$ cat src/rtl/sensor_regbank.sv
module sensor_regbank #(
  parameter int FILT_CYCLES = 13,
  parameter int DW = 16,
  parameter int AW = 8
) (
  input  logic          clk,
  input  logic          por_req,
  input  logic          scl_in,
  output logic          scl_filt,
  output logic          in_por,
  input  logic          ptr_stb,
  input  logic [AW-1:0] ptr_val,
  input  logic          wr_stb,
  input  logic [7:0]    wr_byte,
  input  logic          rd_stb,
  output logic [7:0]    rd_byte,
  output logic          ack,
  input  logic          smp_stb,
  input  logic [DW-1:0] smp_val
);
  localparam int CW = $clog2(FILT_CYCLES + 1);
  localparam int NRW = 4;
  localparam logic [DW-1:0] CAP_W = 16'h0017;
  localparam logic [DW-1:0] VEN_W = 16'h1131;
  localparam logic [DW-1:0] DEV_W = 16'hA200;

  logic          s1, s2;
  logic [CW-1:0] fcnt;
  logic [AW-1:0] ptr;
  logic          idx;
  logic [7:0]    hi_hold;
  logic [DW-1:0] rw_q [NRW];
  logic [DW-1:0] temp_q;
  logic [DW-1:0] word;

  wire       hit_rw = (ptr >= AW'(1)) && (ptr <= AW'(NRW));
  wire [1:0] rw_i   = 2'(ptr - AW'(1));
  wire       temp_lock = (ptr == AW'(5)) && idx;

  always_ff @(posedge clk) begin
    if (por_req) begin
      s1 <= 1'b0;
      s2 <= 1'b0;
      scl_filt <= 1'b0;
      fcnt <= '0;
    end else begin
      s1 <= scl_in;
      s2 <= s1;
      if (s2 != scl_filt) begin
        if (fcnt == CW'(FILT_CYCLES - 1)) begin
          scl_filt <= s2;
          fcnt <= '0;
        end else begin
          fcnt <= fcnt + CW'(1);
        end
      end else begin
        fcnt <= '0;
      end
    end
  end

  always_ff @(posedge clk) begin
    if (por_req) in_por <= 1'b1;
    else if (scl_filt) in_por <= 1'b0;
  end

  always_comb begin
    word = '0;
    if (hit_rw) word = rw_q[rw_i];
    else if (ptr == AW'(0)) word = CAP_W;
    else if (ptr == AW'(5)) word = temp_q;
    else if (ptr == AW'(6)) word = VEN_W;
    else if (ptr == AW'(7)) word = DEV_W;
  end

  always_ff @(posedge clk) begin
    if (in_por) begin
      ptr <= '0;
      idx <= 1'b0;
      hi_hold <= '0;
      ack <= 1'b0;
      rd_byte <= '0;
      for (int i = 0; i < NRW; i++) rw_q[i] <= '0;
    end else begin
      ack <= ptr_stb | wr_stb | rd_stb;
      if (ptr_stb) begin
        ptr <= ptr_val;
        idx <= 1'b0;
      end else if (wr_stb) begin
        if (!idx) hi_hold <= wr_byte;
        else if (hit_rw) rw_q[rw_i] <= {hi_hold, wr_byte};
        idx <= ~idx;
      end else if (rd_stb) begin
        rd_byte <= idx ? word[7:0] : word[15:8];
        idx <= ~idx;
      end
    end
  end

  always_ff @(posedge clk) begin
    if (smp_stb && !temp_lock) temp_q <= smp_val;
  end
endmodule


$ cat config.mk
export PLATFORM = sky130hd
export DESIGN_NAME = sensor_regbank
export DESIGN_NICKNAME = d
export VERILOG_FILES = /design/src/rtl/sensor_regbank.sv
export SDC_FILE = /design/constraint.sdc
export NUM_CORES = 1
export LEC_CHECK = 0
export ABC_AREA = 1
export BUFFER_PORTS_ARGS = -buffer_cell sky130_fd_sc_hd__buf_2
export CAP_MARGIN = 25
export CORE_MARGIN = 5
export CORE_UTILIZATION = 40
export CTS_CLUSTER_DIAMETER = 200
export DETAILED_ROUTE_END_ITERATION = 16
export PLACE_DENSITY_LB_ADDON = 0.2
export SLEW_MARGIN = 25
export SYNTH_ARGS = -nofsm -noshare
export SYNTH_HDL_FRONTEND = slang
export SYNTH_SLANG_ARGS = --single-unit
$ cat constraint.sdc
create_clock -name clk -period 3.8 [get_ports clk]
set_input_delay 0.19 -clock clk [delete_from_list [all_inputs] [get_ports clk]]
set_output_delay 0.19 -clock clk [all_outputs]
set_load 0.02 [all_outputs]
==> impl_metrics.sql, run 1 <==
INSERT INTO impl_metrics (metric_group, metric, value, unit) VALUES
('status', 'status', 'finished, final reports clean', ''),
('power_and_ir_drop', 'power-per-cell-area', '462', 'mW/mm^2'),
('synth', 'syn_area', '0.00522', 'sq mm'),
('sta', 'finalSetupViolations', '0', ''),
('final_layout', 'most_common_cell_after_layout_fill_and_taps_aside', 'nand2_1', ''),
('synth', 'yosys_most_used_dff', 'edfxtp_1', ''),
('cts', 'tritoncts_clock_tree', 'done', ''),
('setup_path', 'crit_top_cell', 'nand2_1', ''),
('sta', 'f_max', '0.365', 'GHz'),
('cts', 'htree_num_levels', '4', ''),
('setup_path', 'start_kind', 'flip-flop', ''),
('die', 'std_cell_core_area', '0.0127', 'sq mm'),
('sta', 'worst-slew-pin-transition', '0.853', 'ns'),
('sta', 'finalSetupTns', '0', 'ns'),
('worst_hold_path', 'hp-start', 'ptr_stb', ''),
('cts', 'root_buffer', 'clkbuf_16', ''),
('synth', 'synth_edf_count', '80', ''),
('grt', 'grt_first_pass_wirelength', '20.6', 'mm'),
('die', 'die_x', '124', 'um'),
('die', 'io_pins', '50', ''),
('final_layout', 'post_route_cells_drive_above_1_share', '17.7', '%'),
('power_and_ir_drop', 'ir_worst_vdd', '0.000291', 'V'),
('power_and_ir_drop', 'share_of_power_burned_in_combinational_logic', '2.3', '%'),
('sta', 'slew_headroom', '43.1', '%'),
('power_and_ir_drop', 'p_switching', '0.583', 'mW'),
('grt', 'antenna_found_initial', '0', ''),
('grt', 'maximum_number_of_pins_on_one_net_before_global_route_repair', '36', ''),
('sta', 'setup_repair_after_global_routing_missed_its_margin', 'false', ''),
('detailed_routing', 'postRouteAntennaNets', '0', ''),
('sta', 'fin_ws', '1.06', 'ns'),
('synth', 'synth_seq_cells', '114', ''),
('final_layout', 'most-common-layout-cells', '99 x nand2_1, 88 x nor2_1, 80 x edfxtp_1', ''),
('final_layout', 'fill_cells', '1211', ''),
('synth', 'ys_async_sr_fraction', '0', '%'),
('placed_design', 'detailed_place_hpwl', '8.28', 'mm'),
('worst_hold_path', 'whs_endpoint', 'idx$_SDFFE_PP0P_', ''),
('cts', 'clk_latency', '0.43', 'ns'),
('setup_path', 'reg2reg_to', 'rw_q[2][12]$_SDFFCE_PN0P_', ''),
('sta', 'min_period', '2.74', 'ns'),
('synth', 'synth_warnings', '0', ''),
('detailed_routing', 'drcViolationCount', '0', ''),
('power_and_ir_drop', 'clkPwrFrac', '52.6', '%'),
('placed_design', 'globalplace.congestion', '0.832', ''),
('final_layout', 'num-nets-final', '681', ''),
('setup_path', 'critical_path.max_fanout', '17', ''),
('detailed_routing', 'detail_route.vias_per_cell', '4.83', ''),
('cts', 'cts.sinks', '114', ''),
('final_layout', 'syn_to_final_growth', '23.2', '%'),
('cts', 'cts-buffers-inserted', '17', ''),
('placed_design', 'dp_slack', '1.01', 'ns'),
('worst_hold_path', 'hp-class', 'in2reg', ''),
('final_layout', 'layout.cells.non_filler', '821', ''),
('setup_path', 'worst-path-buf-inv', '3', ''),
('placed_design', 'buffer_ports.inserted', '49', ''),
('synth', 'proportion_of_synthesized_chip_area_in_sequential_cells', '59.1', '%'),
('synth', 'synth_cell_type_count', '33', ''),
('cts', 'post_cts_resized', '0', ''),
('detailed_routing', 'vias', '3966', ''),
('grt', 'grt_overflow', '0', ''),
('power_and_ir_drop', 'seqPwrFrac', '45.1', '%'),
('detailed_routing', 'drt-pass1-iter-count', '5', ''),
('placed_design', 'placedCellCount', '767', ''),
('final_layout', 'insertedDiodeCount', '0', ''),
('setup_path', 'kind_of_cell_with_the_highest_combined_delay_on_the_critical_path', 'simple AND/OR/NAND/NOR gates', ''),
('die', 'dieHeight', '124', 'um'),
('power_and_ir_drop', 'power.internal', '2.39', 'mW'),
('power_and_ir_drop', 'swShare', '19.6', '%'),
('die', 'total_die_area', '0.0154', 'sq mm'),
('detailed_routing', 'first_iter_violations', '361', ''),
('setup_path', 'timing.critical_path.slowest_stage_cell', 'nand2_1', ''),
('setup_path', 'crit_path_max_incr_delay', '0.65', 'ns');
power groups by stage:
| stage | clock [mW] | sequential (mW) | combinational, mW |
|---|---|---|---|
| 2_1_floorplan | 0 | 1.36 | 0.0200 |
| 3_5_place_dp | 0 | 1.36 | 0.0509 |
| 3_3_place_gp | 0 | 1.36 | 0.0504 |
| 5_1_grt | 1.65 | 1.34 | 0.0765 |
| 4_1_cts | 1.59 | 1.34 | 0.0691 |
| 6_report | 1.56 | 1.34 | 0.0678 |
synthesized netlist by cell type, types with 9 or more instances:
library cell   n  area [sq um]
nand2_1       99           372
clkbuf_1      12          45.0
edfxtp_1      80          2400
dfxtp_1       34           681
nand3_1       51           255
nor2_2         9          56.3
nor3_1        15          75.1
inv_1         60           225
a21oi_1       24           120
o21ai_0       38           190
nor2_1        88           330
worst reg2reg max path, delay by kind of cell, from the launching register on:
kind          cells  cell delay, ns
fa+ha+maj         1            0.19
simple gates      8            1.60
flops             1            0.32
buf+inv           3            0.26
stage by stage:
stage          utilization (%)  cell area, sq um  hold slack (ns)  power, mW
3_3_place_gp              44.3              5630            0.367       1.42
3_5_place_dp              44.3              5630            0.368       1.41
4_1_cts                   50.5              6430           0.0324       3.00
6_report                  50.5              6430           0.0446       2.97
2_1_floorplan                -              5220            0.261       1.38
5_1_grt                   50.5              6430           0.0610       3.06
area by class of cell:
type | instances | area, sq um | share of cell area [%]
tap | 172 | 215 | 3.35
timing repair buffer | 81 | 541 | 8.41
multi-input combinational | 359 | 1770 | 27.5
clock inverter | 12 | 140 | 2.18
sequential | 114 | 3080 | 48.0
clock buffer | 20 | 437 | 6.79
inverter | 63 | 241 | 3.76
worst max path at each step:
stage | startpoint | end | slack [ns] | cells after the start
3_3_place_gp | ptr[1]$_SDFFE_PP0P_ | rw_q[2][14]$_SDFFCE_PN0P_ | 1.12 | 12
2_1_floorplan | ptr[0]$_SDFFE_PP0P_ | rw_q[1][0]$_SDFFCE_PN0P_ | 0.45 | 7
4_1_cts | ptr[1]$_SDFFE_PP0P_ | rw_q[2][7]$_SDFFCE_PN0P_ | 1.02 | 12
5_1_grt | ptr[1]$_SDFFE_PP0P_ | rw_q[2][7]$_SDFFCE_PN0P_ | 0.85 | 12
6_report | ptr[1]$_SDFFE_PP0P_ | rw_q[2][12]$_SDFFCE_PN0P_ | 1.06 | 12
3_5_place_dp | ptr[1]$_SDFFE_PP0P_ | rw_q[2][11]$_SDFFCE_PN0P_ | 1.01 | 12
state kept, by name, indices dropped and copies added, names as in the netlist:
| signal | count |
|---|---|
| in_por | 1 |
| fcnt | 4 |
| idx | 1 |
| rw_q | 64 |
| temp_q | 16 |
| ack | 1 |
| hi_hold | 8 |
| rd_byte | 8 |
| s2 | 1 |
| s1 | 1 |
| scl_filt | 1 |
| ptr | 8 |
routing by layer:
layer	track usage [%]	part of all wire [%]	routed length [um]
met1	20.1	44	5410
met2	27.4	48	5890
met4	7.99	3.1	385
met3	5.40	5.7	712
met5	0	0	0
cell families (layout without fill, tap and decap cells):
family / count (synthesis) / count (layout) / synth area share [%]
simple gates: 282 / 282 / 25.2
flops: 114 / 114 / 59.1
buf+inv: 87 / 176 / 7.07
compound gates: 68 / 68 / 6.74
fa+ha+maj: 6 / 6 / 1.44
xor+xnor: 3 / 3 / 0.504
repair_timing:
action / CTS / global route
hold endpoints to repair: 22 / 0
hold buffers: 22 / 0
buffers inserted: 0 / 0
endpoints found under the setup margin: 0 / 0
(Power assumes the default switching activity.)
==> run 2, diff against run 1 <==
Clock period 3.8 ns to 2.6 ns, I/O delays scaled along.
==> run 2 against run 1 <==
Critical path depth is the same. Via count grew 1.8%. Core utilization grew 1.1 points. Clock power grew 52%. Clock-buffer cell count is the same. Total power grew 49%. Critical endpoint is now rw_q[2][7]$_SDFFCE_PN0P_. Largest cell class unchanged.
==> impl_metrics.sql, run 2 (same netlist as run 1, synthesis figures left out) <==
INSERT INTO impl_metrics (metric_group, metric, value, unit) VALUES
('sta', 'f_max', '0.435', 'GHz'),
('grt', 'globalRouteMet2Util', '29.1', '%'),
('die', 'dieHeight', '124', 'um'),
('final_layout', 'syn_to_final_growth', '25.9', '%'),
('detailed_routing', 'vias', '4037', ''),
('grt', 'grt-busiest-layer', 'met2', ''),
('sta', 'finalSetupViolations', '0', ''),
('grt', 'antenna_found_initial', '0', ''),
('cts', 'cts.sinks', '114', ''),
('grt', 'grt_overflow', '0', ''),
('final_layout', 'multiInputGateArea', '0.00179', 'sq mm'),
('detailed_routing', 'drt-pass1-iter-count', '5', ''),
('cts', 'tritoncts_clock_tree', 'done', ''),
('power_and_ir_drop', 'swShare', '19.0', '%'),
('die', 'initial_core_utilization', '41.0', '%'),
('power_and_ir_drop', 'power.internal', '3.59', 'mW'),
('setup_path', 'timing.critical_path.to_type', 'flip-flop', ''),
('setup_path', 'critical_path.max_fanout', '16', ''),
('cts', 'clk_latency', '0.41', 'ns'),
('power_and_ir_drop', 'power-per-cell-area', '675', 'mW/mm^2'),
('worst_hold_path', 'hp-class', 'in2reg', ''),
('sta', 'report.final.hold_viol_count', '0', ''),
('final_layout', 'largest_register_ffs', '64', ''),
('grt', 'grt.met1_usage', '20.5', '%'),
('die', 'total_die_area', '0.0154', 'sq mm'),
('final_layout', 'final_cell_area', '0.00657', 'sq mm'),
('sta', 'timing_max_transition_violations_final', '0', ''),
('worst_hold_path', 'whs_endpoint', 'hi_hold[0]$_SDFFE_PP0P_', ''),
('setup_path', 'cp_data_required_time', '2.66', 'ns'),
('placed_design', 'dp_slack', '0.294', 'ns'),
('final_layout', 'reg_top3', 'rw_q x64, temp_q x16', ''),
('detailed_routing', 'drcViolationCount', '0', ''),
('flow_run', 'cap_violations', '0', ''),
('final_layout', 'insertedDiodeCount', '0', ''),
('final_layout', 'area.sequential', '0.00308', 'sq mm'),
('power_and_ir_drop', 'p_switching', '0.843', 'mW'),
('setup_path', 'reg2reg_to', 'rw_q[2][7]$_SDFFCE_PN0P_', ''),
('power_and_ir_drop', 'ir_worst_vdd', '0.000444', 'V'),
('placed_design', 'buffer_ports.inserted', '49', ''),
('final_layout', 'most-common-layout-cells', '97 x nand2_1, 88 x nor2_1, 80 x edfxtp_1', ''),
('final_layout', 'post_route_cells_drive_above_1_share', '19.2', '%'),
('detailed_routing', 'detail_route.vias_per_cell', '4.85', ''),
('sta', 'clock-skew-final', '0.00847', 'ns'),
('setup_path', 'start_kind', 'flip-flop', ''),
('worst_hold_path', 'whs_path_depth', '3', ''),
('final_layout', 'largest-register', 'rw_q', ''),
('power_and_ir_drop', 'share_of_power_burned_in_combinational_logic', '2.3', '%'),
('die', 'die_x', '124', 'um'),
('detailed_routing', 'post_detailed_route_wirelength_per_cell', '15.2', 'um'),
('placed_design', 'placed_instance_area', '0.00574', 'sq mm'),
('sta', 'post-route-period-util', '88.4', '%'),
('die', 'rows', '41', ''),
('die', 'std_cell_core_area', '0.0127', 'sq mm'),
('setup_path', 'crit_type', 'reg2reg', ''),
('setup_path', 'timing.reg2reg.worst_path_depth', '12', ''),
('grt', 'maximum_number_of_pins_on_one_net_before_global_route_repair', '37', ''),
('final_layout', 'fill_cells', '1201', ''),
('detailed_routing', 'detail_route.wirelength', '12.7', 'mm'),
('placed_design', 'globalplace.congestion', '0.798', ''),
('status', 'status', 'finished, final reports clean', ''),
('sta', 'fin_ws', '0.302', 'ns'),
('power_and_ir_drop', 'p_leak', '2.73', 'nW'),
('final_layout', 'num-nets-final', '692', ''),
('cts', 'htree_num_levels', '4', ''),
('power_and_ir_drop', 'clkPwrFrac', '53.5', '%'),
('cts', 'max-clock-path-buffers', '2', ''),
('sta', 'setup_repair_after_global_routing_missed_its_margin', 'false', ''),
('setup_path', 'crit_arrival', '2.35', 'ns'),
('detailed_routing', 'postRouteAntennaNets', '0', ''),
('placed_design', 'detailed_place_hpwl', '8.29', 'mm'),
('cts', 'root_buffer', 'clkbuf_16', ''),
('final_layout', 'most_common_cell_after_layout_fill_and_taps_aside', 'nand2_1', ''),
('grt', 'grt_first_pass_wirelength', '21.0', 'mm'),
('grt', 'met3_usage_in_global_routing', '5.32', '%'),
('grt', 'grtUsageTotal', '17.1', '%'),
('grt', 'first_global_vias', '4119', ''),
('detailed_routing', 'first_iter_violations', '402', ''),
('cts', 'cts-buffers-inserted', '17', ''),
('die', 'io_pins', '50', ''),
('sta', 'worst-slew-pin-transition', '0.647', 'ns'),
('sta', 'slew_headroom', '56.8', '%'),
('sta', 'min_period', '2.30', 'ns'),
('setup_path', 'crit-reg2reg-launch', 'ptr[1]$_SDFFE_PP0P_', ''),
('cts', 'clkTransAtPathRegs', '0.05', 'ns'),
('setup_path', 'rrSetupSlack', '0.30', 'ns'),
('power_and_ir_drop', 'seqPwrFrac', '44.2', '%'),
('worst_hold_path', 'hp-start', 'wr_byte[0]', '');
run 2: changes by cell type in the layout (fill, tap and decap cells not counted), sizes merged:
cell | previous run | this run
bufinv | 3 | 4
clkinv | 9 | 8
buf | 59 | 69
dlygate4sd3 | 22 | 23
run 2: routing by layer:
metal | share of wire (%) | up-vias
li1 | - | 2024
met1 | 44 | 1872
met2 | 49 | 123
met3 | 5.7 | 18
met4 | 1.9 | 0
met5 | 0 | -
run 2: through the flow:
stage	util (%)	instances	setup TNS (ns)	hold slack, ns	power [mW]
final	51.6	832	0	0.0128	4.43
after global routing	51.6	832	0	0.0404	4.57
after CTS	51.6	832	0	0.000639	4.46
after detailed placement	45.1	777	0	0.309	2.07
after global placement	45.1	777	0	0.309	2.07
after floorplan	-	560	-1.82	0.201	2.02
run 2: worst max-delay path by stage:
stage | to | from | cells after the start | slack, ns
after global placement | rw_q[2][10]$_SDFFCE_PN0P_ | ptr[1]$_SDFFE_PP0P_ | 12 | 0.35
after floorplan | rw_q[1][0]$_SDFFCE_PN0P_ | ptr[0]$_SDFFE_PP0P_ | 7 | -0.11
after CTS | rw_q[2][7]$_SDFFCE_PN0P_ | ptr[1]$_SDFFE_PP0P_ | 12 | 0.29
after global routing | rw_q[2][7]$_SDFFCE_PN0P_ | ptr[1]$_SDFFE_PP0P_ | 12 | 0.12
after detailed placement | rw_q[2][10]$_SDFFCE_PN0P_ | ptr[1]$_SDFFE_PP0P_ | 12 | 0.29
final | rw_q[2][7]$_SDFFCE_PN0P_ | ptr[1]$_SDFFE_PP0P_ | 12 | 0.30
run 2: timing repair:
item	4_1_cts	5_1_grt
buffers inserted	0	0
hold endpoints to repair	24	0
gates resized for setup	0	0
hold buffers	23	0
run 2: area by class of cell:
class                   instances  area share, %
clock buffers                  20           6.65
clock inverters                12           2.50
inverters                      63           3.68
multi-input cells             359           27.2
flip-flops and latches        114           47.0
well taps                     172           3.28
repair buffers                 92           9.72
run 2: worst max-delay path, cell delays in order (launching register included):
cell,delay [ns]
dfxtp_1,0.33
inv_1,0.10
ha_1,0.19
inv_1,0.05
nand2_1,0.05
nand2_1,0.13
nor2_8,0.20
nand2_4,0.12
clkinv_4,0.10
nand2_4,0.09
nor2_8,0.15
nand3_4,0.08
nand2_2,0.37
run 2: power groups by stage:
stage	combinational (mW)	sequential (mW)	clock, mW
after global placement	0.0738	2.00	0
after CTS	0.102	1.96	2.40
final	0.102	1.96	2.37
after detailed placement	0.0750	1.99	0
after floorplan	0.0293	1.99	0
after global routing	0.114	1.96	2.49
